--- src/rtl/flow_sel_pkg.sv ---
`timescale 1ns/1ps
package flow_sel_pkg;

  typedef enum logic [1:0] {
    STEP_HOLD = 2'd0,
    STEP_UP   = 2'd1,
    STEP_DOWN = 2'd2
  } step_e;

  // Reset value of boundary k: evenly spaced from base.
  function automatic int unsigned bnd_default(int unsigned base, int unsigned step,
                                              int unsigned k);
    return base + k * step;
  endfunction

endpackage

--- src/rtl/flow_bnd_table.sv ---
`timescale 1ns/1ps
module flow_bnd_table #(
  parameter int unsigned TEMP_W   = 10,
  parameter int unsigned N_BND    = 4,
  parameter int unsigned ADDR_W   = 2,
  parameter int unsigned BND_BASE = 240,
  parameter int unsigned BND_STEP = 24
) (
  input  logic                           clk_i,
  input  logic                           rst_ni,
  input  logic                           wr_en_i,
  input  logic [ADDR_W-1:0]              wr_addr_i,
  input  logic [TEMP_W-1:0]              wr_data_i,
  output logic [N_BND-1:0][TEMP_W-1:0]   bnd_o,
  output logic                           err_o
);

  logic [TEMP_W-1:0] bnd_q [N_BND];
  logic [N_BND-1:0]  sel;
  logic [N_BND-1:0]  lo_ok;
  logic [N_BND-1:0]  hi_ok;
  logic              wr_ok;
  logic              err_q;

  for (genvar k = 0; k < N_BND; k++) begin : g_ent
    assign sel[k] = (wr_addr_i == ADDR_W'(k));

    if (k == 0) begin : g_lo_none
      assign lo_ok[k] = 1'b1;
    end else begin : g_lo_cmp
      assign lo_ok[k] = wr_data_i > bnd_q[k-1];
    end

    if (k == N_BND - 1) begin : g_hi_none
      assign hi_ok[k] = 1'b1;
    end else begin : g_hi_cmp
      assign hi_ok[k] = wr_data_i < bnd_q[k+1];
    end

    always_ff @(posedge clk_i or negedge rst_ni) begin
      if (!rst_ni) begin
        bnd_q[k] <= TEMP_W'(flow_sel_pkg::bnd_default(BND_BASE, BND_STEP, k));
      end else if (wr_ok && sel[k]) begin
        bnd_q[k] <= wr_data_i;
      end
    end

    assign bnd_o[k] = bnd_q[k];
  end

  // Out-of-range address selects nothing and is rejected.
  assign wr_ok = wr_en_i && |(sel & lo_ok & hi_ok);

  always_ff @(posedge clk_i or negedge rst_ni) begin
    if (!rst_ni) begin
      err_q <= 1'b0;
    end else if (wr_en_i && !wr_ok) begin
      err_q <= 1'b1;
    end
  end

  assign err_o = err_q;

  for (genvar k = 0; k + 1 < N_BND; k++) begin : g_ord_chk
    a_r7_order_kept: assert property (@(posedge clk_i) disable iff (!rst_ni)
      bnd_o[k] < bnd_o[k+1])
      else $error("R7: boundary order broken at %0d", k);
  end

  a_r7_reject_no_change: assert property (@(posedge clk_i) disable iff (!rst_ni)
    (wr_en_i && !wr_ok) |=> (bnd_o == $past(bnd_o) && err_o))
    else $error("R7: rejected write changed table or missed flag");

  a_r8_err_sticky: assert property (@(posedge clk_i) disable iff (!rst_ni)
    err_o |=> err_o)
    else $error("R8: error flag cleared without reset");

endmodule

--- src/rtl/flow_level_cmp.sv ---
`timescale 1ns/1ps
module flow_level_cmp #(
  parameter int unsigned TEMP_W = 10,
  parameter int unsigned N_BND  = 4,
  parameter int unsigned SET_W  = 3,
  parameter int unsigned HYST   = 8
) (
  input  logic [TEMP_W-1:0]              temp_i,
  input  logic [N_BND-1:0][TEMP_W-1:0]   bnd_i,
  output logic [SET_W-1:0]               req_o,
  output logic [N_BND-1:0]               clear_o
);

  localparam int unsigned EXT_W = TEMP_W + 1;

  logic [N_BND-1:0] ge;

  for (genvar k = 0; k < N_BND; k++) begin : g_cmp
    assign ge[k]      = temp_i >= bnd_i[k];
    // Margin test done one bit wider so temp + HYST cannot wrap.
    assign clear_o[k] = (EXT_W'(temp_i) + EXT_W'(HYST)) <= EXT_W'(bnd_i[k]);
  end

  always_comb begin
    req_o = '0;
    for (int k = 0; k < N_BND; k++) begin
      req_o = req_o + SET_W'(ge[k]);
    end
  end

endmodule

--- src/rtl/flow_step_ctrl.sv ---
`timescale 1ns/1ps
module flow_step_ctrl
  import flow_sel_pkg::*;
#(
  parameter int unsigned N_SET  = 5,
  parameter int unsigned N_BND  = 4,
  parameter int unsigned SET_W  = 3,
  parameter int unsigned BND_AW = 2
) (
  input  logic              clk_i,
  input  logic              rst_ni,
  input  logic              tick_i,
  input  logic [SET_W-1:0]  req_i,
  input  logic [N_BND-1:0]  clear_i,
  output logic [SET_W-1:0]  set_o
);

  localparam logic [SET_W-1:0] TOP_SET = SET_W'(N_SET - 1);

  logic [SET_W-1:0]  cur_q;
  logic [SET_W-1:0]  cur_d;
  logic [BND_AW-1:0] low_idx;
  logic              down_ok;
  step_e             step;

  always_comb begin
    low_idx = BND_AW'(cur_q - SET_W'(1));
    down_ok = (cur_q != '0) && clear_i[low_idx];
    step    = STEP_HOLD;
    if (tick_i) begin
      if (req_i > cur_q)                 step = STEP_UP;
      else if (req_i < cur_q && down_ok) step = STEP_DOWN;
    end
    unique case (step)
      STEP_UP:   cur_d = req_i;
      STEP_DOWN: cur_d = cur_q - SET_W'(1);
      default:   cur_d = cur_q;
    endcase
  end

  always_ff @(posedge clk_i or negedge rst_ni) begin
    if (!rst_ni) cur_q <= TOP_SET;
    else         cur_q <= cur_d;
  end

  assign set_o = cur_q;

  a_r1_in_range: assert property (@(posedge clk_i) disable iff (!rst_ni)
    set_o <= TOP_SET)
    else $error("R1: setting out of range");

  a_r2_rise_now: assert property (@(posedge clk_i) disable iff (!rst_ni)
    (tick_i && req_i > set_o) |=> (set_o == $past(req_i)))
    else $error("R2: upward step delayed");

  a_r3_hold_no_tick: assert property (@(posedge clk_i) disable iff (!rst_ni)
    !tick_i |=> $stable(set_o))
    else $error("R3: setting moved without tick");

  a_r5_one_step_down: assert property (@(posedge clk_i) disable iff (!rst_ni)
    (set_o < $past(set_o)) |-> (set_o == SET_W'($past(set_o) - SET_W'(1))))
    else $error("R5: dropped more than one step");

  a_r6_hold_in_band: assert property (@(posedge clk_i) disable iff (!rst_ni)
    (tick_i && req_i < set_o && !clear_i[low_idx]) |=> $stable(set_o))
    else $error("R6: stepped down inside margin");

endmodule

--- src/rtl/flow_rate_selector.sv ---
`timescale 1ns/1ps
module flow_rate_selector #(
  parameter int unsigned TEMP_W   = 10,
  parameter int unsigned N_SET    = 5,
  parameter int unsigned HYST     = 8,
  parameter int unsigned BND_BASE = 240,
  parameter int unsigned BND_STEP = 24,
  localparam int unsigned N_BND   = N_SET - 1,
  localparam int unsigned SET_W   = $clog2(N_SET),
  localparam int unsigned ADDR_W  = (N_BND > 1) ? $clog2(N_BND) : 1
) (
  input  logic              clk_i,
  input  logic              rst_ni,
  input  logic              tick_i,
  input  logic [TEMP_W-1:0] temp_i,
  input  logic              wr_en_i,
  input  logic [ADDR_W-1:0] wr_addr_i,
  input  logic [TEMP_W-1:0] wr_data_i,
  output logic [SET_W-1:0]  setting_o,
  output logic              cfg_err_o
);

  logic [N_BND-1:0][TEMP_W-1:0] bnd;
  logic [SET_W-1:0]             req;
  logic [N_BND-1:0]             clear;

  flow_bnd_table #(
    .TEMP_W  (TEMP_W),
    .N_BND   (N_BND),
    .ADDR_W  (ADDR_W),
    .BND_BASE(BND_BASE),
    .BND_STEP(BND_STEP)
  ) u_table (
    .clk_i    (clk_i),
    .rst_ni   (rst_ni),
    .wr_en_i  (wr_en_i),
    .wr_addr_i(wr_addr_i),
    .wr_data_i(wr_data_i),
    .bnd_o    (bnd),
    .err_o    (cfg_err_o)
  );

  flow_level_cmp #(
    .TEMP_W(TEMP_W),
    .N_BND (N_BND),
    .SET_W (SET_W),
    .HYST  (HYST)
  ) u_cmp (
    .temp_i (temp_i),
    .bnd_i  (bnd),
    .req_o  (req),
    .clear_o(clear)
  );

  flow_step_ctrl #(
    .N_SET (N_SET),
    .N_BND (N_BND),
    .SET_W (SET_W),
    .BND_AW(ADDR_W)
  ) u_step (
    .clk_i  (clk_i),
    .rst_ni (rst_ni),
    .tick_i (tick_i),
    .req_i  (req),
    .clear_i(clear),
    .set_o  (setting_o)
  );

endmodule

--- config.mk ---
export PLATFORM = sky130hd
export DESIGN_NAME = flow_rate_selector
export DESIGN_NICKNAME = d
export VERILOG_FILES = /design/src/rtl/flow_sel_pkg.sv /design/src/rtl/flow_bnd_table.sv /design/src/rtl/flow_level_cmp.sv /design/src/rtl/flow_step_ctrl.sv /design/src/rtl/flow_rate_selector.sv
export SDC_FILE = /design/constraint.sdc
export NUM_CORES = 1
export LEC_CHECK = 0
export ABC_AREA = 0
export CAP_MARGIN = 5
export CORE_MARGIN = 5
export CORE_UTILIZATION = 65
export CTS_CLUSTER_SIZE = 20
export DETAILED_ROUTE_END_ITERATION = 10
export GPL_TIMING_DRIVEN = 1
export PLACE_DENSITY = 0.86
export REMOVE_ABC_BUFFERS = 1
export SYNTH_ARGS = -nofsm -noshare
export SYNTH_HDL_FRONTEND = slang
export SYNTH_SLANG_ARGS = --single-unit
--- constraint.sdc ---
create_clock -name clk_i -period 11.3 [get_ports clk_i]
set_input_delay 1.13 -clock clk_i [delete_from_list [all_inputs] [get_ports clk_i]]
set_output_delay 1.13 -clock clk_i [all_outputs]
set_load 0.01 [all_outputs]
=== Word-level counts from Yosys, hierarchy flattened ===
Index checks and enable logic that the tools add are counted.

* $add $sub $neg: 5
* Magnitude comparators: 17
* Equal/unequal tests: 5
* Muxes and demuxes: 6
* Bitwise operators: 2
* Reductions and logical operators: 13

{| class="wikitable"
|+ Operator list
! kind !! count
|-
| $le 11x10->1 || 4
|-
| $ge 10x10->1 || 4
|-
| $gt 10x10->1 || 3
|-
| $lt 10x10->1 || 3
|-
| $add 10x4->11 const B || 1
|-
| $and 4x4->4 || 2
|-
| $logic_and 1x1->1 || 8
|-
| $add 3x1->3 || 2
|-
| $eq 2x2->1 const B || 3
|-
| $mux 2 || 3
|-
| $pmux 3 s2 || 1
|-
| $eq 2x1->1 const B || 2
|-
| $reduce_or 4->1 || 1
|-
| $gt 3x3->1 || 1
|-
| $lt 2x3->1 const B || 1
|-
| $lt 3x3->1 || 1
|-
| $reduce_bool 3->1 || 1
|-
| $sub 3x1->3 const B || 1
|-
| $add 1x1->2 || 1
|-
| $bmux 1 s2 || 1
|-
| $logic_not 2->1 || 1
|-
| $reduce_bool 2->1 || 1
|-
| $logic_not 1->1 || 1
|-
| $mux 1 || 1
|}

* Bits in registers: 44
* Input port bits: 26
* Output and inout bits: 4
* Logic and storage cells: 54

=== Longest topological paths before layout ===
* Depth after elaboration: 11
* Gate-level depth with buffers: 23
* Gate-level depth less buffers: 23

=== Modules after synthesis ===
From an unflattened synthesis, not the netlist that was laid out.

* Cells, all modules: 496
* Area, all modules: 4808.4 µm²

{| class="wikitable"
|+ By module, submodules not included
! module !! instances !! cells each !! area each (µm²) !! seq. area each (µm²)
|-
| flow_bnd_table || 1 || 228 || 2643.8 || 1041.0
|-
| flow_level_cmp || 1 || 232 || 1856.8 || 0.0
|-
| flow_step_ctrl || 1 || 36 || 307.8 || 76.3
|}

=== Worst setup path after synthesis ===
OpenSTA, ideal clock, no wires.

* Kind: input port to flip-flop
* From: input temp_i[0]
* To: register u_step.cur_q[0] (netlist: u_step.set_o[0])
* Library setup time: 126 ps
* Arrival: 5282 ps
* Required time: 11174 ps
* Slack: 5892 ps
* Cell stages on the path: 21
* Buffers on the path: 0
* Path through: inv_1 -> ha_1 -> inv_1 -> a21boi_0 -> o21ai_0 -> a21oi_1 -> o21a_1 -> o21ai_0 -> a211oi_1 -> ha_1 -> fa_1 -> ha_1 -> ha_1 -> nor2b_1 -> o21ai_0 -> nand2b_1 -> a311o_1 -> or4_1 -> o31ai_1 -> ha_1 -> a221o_1

* Word-level cells in the longest chain between the ends: 11
* Elaborated cells on any way between the ends: 25
* Classes of those cells: add/sub (4); order compare (10); eq/ne (2); mux (6); reduce/logical (3)

{| class="wikitable"
|+ RTL lines
! element !! RTL line !! source
|-
| from (decl) || flow_rate_selector.sv:15 || <nowiki>input logic [TEMP_W-1:0] temp_i,</nowiki>
|-
| $ge 10x10->1 or $add 10x4->11 (tied branches) || flow_level_cmp.sv:19, flow_level_cmp.sv:21 ||
|-
| $add 1x1->2 or $le 11x10->1 (tied branches) || flow_level_cmp.sv:27, flow_level_cmp.sv:21 ||
|-
| $add 3x1->3 or $bmux 1 s2 (tied branches) || flow_level_cmp.sv:27, flow_step_ctrl.sv:28 ||
|-
| $add 3x1->3 or $mux 1 (tied branches) || flow_level_cmp.sv:27, flow_step_ctrl.sv:28 ||
|-
| $lt 3x3->1 or $logic_and 1x1->1 (tied branches) || flow_step_ctrl.sv:32, flow_step_ctrl.sv:28 ||
|-
| $logic_and 1x1->1 || flow_step_ctrl.sv:32 || <nowiki>else if (req_i < cur_q && down_ok) step = STEP_DOWN;</nowiki>
|-
| $mux 2 || flow_step_ctrl.sv:32 ||
|-
| $mux 2 || flow_step_ctrl.sv:31 || <nowiki>if (req_i > cur_q) step = STEP_UP;</nowiki>
|-
| $mux 2 || flow_step_ctrl.sv:30 || <nowiki>if (tick_i) begin</nowiki>
|-
| $eq 2x2->1 or $eq 2x1->1 (tied branches) || flow_step_ctrl.sv:34 || <nowiki>unique case (step)</nowiki>
|-
| $pmux 3 s2 or $reduce_bool 2->1 (tied branches) || - ||
|-
| to (signal assigned) || flow_step_ctrl.sv:43 || <nowiki>else cur_q <= cur_d;</nowiki>
|-
| to (decl) || flow_step_ctrl.sv:20 || <nowiki>logic [SET_W-1:0] cur_q;</nowiki>
|}

Parallel ways exist; a longest one is shown, timed or not. The select of a mux whose other input is x is not followed.
A chain may end at the register's enable or synchronous reset.

=== Final worst setup path ===
Same ends and word-level chain as after synthesis.

==> flow_summary.toml <==
[job]
maxCapViolCount = 0

[synthesis]
yosys_warnings = 0
synth-edff-count = 0
syn_area_per_cell_um2 = 9.91
synth-seq-area-share_pct = 24.3
synth_top_area_share_pct = 31.5
ys_types = 49
synth_flop_cell = "dfrtp_1"
yosys-top-cells-area = "ha_1 (32%), dfrtp_1 (17%), mux2_2 (9.8%)"
ys_ff_latch = 44
synth_cells = 465
synth_top_cell_by_area = "ha_1"
syn_area_um2 = 4610
async_flop_share_pct = 100

[global_route]
grt_pass1_vias = 3880
grt_max_degree = 45
antenna_found_initial = 0
grt_use_total_pct = 27.8
grt_pass1_wl_um = 19000
grt.overflow.total = 0

[critical_path]
crit_fanout = 8
reg2reg_slack_ns = 6.23
startpoint_type = "primary input"
r2r_start = "u_table.bnd_o[11]"
r2r_cells = 20
cp-startpoint = "temp_i[0]"
end_kind = "register"
crit_end = "u_step.set_o[0]"
reg2reg_to = "u_step.set_o[0]"
critPathArrivalTime_ns = 6.17
worstPathRequired_ns = 11.50
critPathKind = "in2reg"

[clock_tree]
clk_pin_slew_worst_paths_ns = 0.09
root_buffer = "clkbuf_8"
clock_sinks = 44
cts_tree = "built"
post-cts-setup-buffers = 0
cts_buffers = 5
clock_latency_ns = 0.31
cts-resized-gates = 0
clk_path_buf_depth = 2
cts.htree.levels = 2
holdBufCountCts = 0

[timing]
fin_ws_ns = 5.33
rsz0062_at_grt = "false"
tightest_slew_ns = 1.00
fmax_ghz = 0.168
fin_crit_sh_pct = 52.8
drv_slew = 0
timing.setup.tns_ns = 0
whs_ns = 0.465
fin_skew_ns = 0.0120
fin_crit_ns = 5.97
slew_headroom_pct = 33.1
setup_violations = 0
hold_viol = 0

[routing]
routed_via_density = 6.25
dr.pass1.iters = 5
drc_errors = 0
ant_nets = 0
wirelength_um = 11600
post_drt_wl_per_cell_um = 19.5
route.vias.total = 3717
drt_iter0_markers = 239

[worst_hold_path]
hold_path.class = "reg2reg"
holdCritStartpoint = "u_table.err_o"
hold_depth = 1

[pwr]
power_leakage_nw = 2.45
finalPower_mw = 1.26
pwr_density_cell_nw_per_um2 = 248
peakVddDrop_mv = 0.143

[cells_and_area]
antenna_cells = 0
finish.net_count = 641
area.growth.synth_to_final_pct = 10.4
drive_gt1_share_pct = 13.8

[floorplanning]
fp.dieH_um = 94.2
start_util_pct = 67.4
dieArea_um2 = 8870
std_cell_rows = 30
pin_count = 30
core_area_um2 = 6830
die_w_um = 94.2

[place]
dp_slack_ns = 5.06
globalplace.congestion = 0.961
port_buffers = 29
hpwl_um = 9520

[run_status]
status = "complete, no violations"
critical path, stage by stage:
cell and delay, ns:
clkdlybuf4s50_1 0.45, inv_1 0.09, ha_1 0.33, inv_1 0.06, a21boi_0 0.07, o21ai_0 0.21, a21oi_1 0.10, o21a_1 0.17
o21ai_0 0.16, a211oi_1 0.10, ha_1 0.32, fa_1 0.40, ha_1 0.31, ha_1 0.31, nor2b_1 0.13, o21ai_0 0.13
nand2b_1 0.10, a311o_1 0.29, or4_1 0.51, o31ai_1 0.08, ha_1 0.34, a221o_1 0.37
how the worst min path moves through the flow:
stage | slack, ns | end
6_report | 0.46 | u_table.err_o
5_1_grt | 0.49 | u_table.err_o
4_1_cts | 0.47 | u_table.err_o
3_5_place_dp | 0.45 | u_table.err_o
3_3_place_gp | 0.45 | u_table.err_o
2_1_floorplan | 0.48 | u_table.bnd_o[11]
logic make-up after synthesis:
kind of cell,after synthesis,share of synthesized area [%]
adders and majority gates,117,31.9
AOI/OAI and AO/OA,106,16.1
and+or+nand+nor,91,11.1
buffers and inverters,59,4.97
DFF,44,24.3
muxes,43,10.6
xor gates and xnor gates,5,0.951
metrics by stage:
step                      instances  cell area, µm²  util (%)
final                           595            5090      74.5
after global routing            595            5090      74.5
after CTS                       595            5090      74.5
after detailed placement        587            4990      73.1
after global placement          587            4990      73.1
after floorplan                 462            4590         -
per-layer routing:
metal  global-route usage, %  vias up  wire length, µm
li1                        -     1788                -
met1                    33.5     1744             4740
met2                    47.0      137             5490
met3                    5.45       48              779
met4                    13.6        0              559
met5                       0        -                0
area by class of cell:
class	instances	area (µm²)
clock buffer	7	86.3
clock inverter	1	7.51
fill	522	1740
inverter	56	210
multi-input combinational	362	3260
sequential	44	1120
tap	96	120
timing repair buffer	29	285
cells in the mapped netlist, types with 4 or more instances:
library cell	count
ha_1	116
inv_1	55
mux2_2	40
dfrtp_1	31
a21oi_1	30
o21ai_0	26
a21o_1	16
nor3_1	14
dfstp_2	13
nor2b_1	13
nand3_1	11
nand2b_1	9
nand4_1	9
nor2_1	9
nand2_1	7
o21a_1	6
and3_1	5
a211oi_1	4
or3_1	4
cells in the final DEF (no fill, tap or decap), drive strengths merged, types with 6 or more instances in the layout:
cell and instances:
inv 56, nand2 7, a21oi 30, nand4 9, ha 116, clkdlybuf4s50 28
a21o 16, mux2 42, nor2b 13, nor2 9, o21ai 27, dfrtp 31
dfstp 13, clkbuf 7, nand2b 9, nor3 14, nand3 11, o21a 6
power by group:
part | leakage [nW] | internal [mW] | total (mW) | switching (mW)
Combinational | 1.89 | 0.386 | 0.853 | 0.467
Sequential | 0.512 | 0.251 | 0.298 | 0.0471
Clock | 0.0445 | 0.0498 | 0.108 | 0.0581
Total | 2.45 | 0.687 | 1.26 | 0.572
flip-flops by register name, summed over array words and instances, names as in the netlist:
signal,cells
u_table.bnd_o,40
u_table.err_o,1
u_step.set_o,3
(Power assumes the default switching activity.)
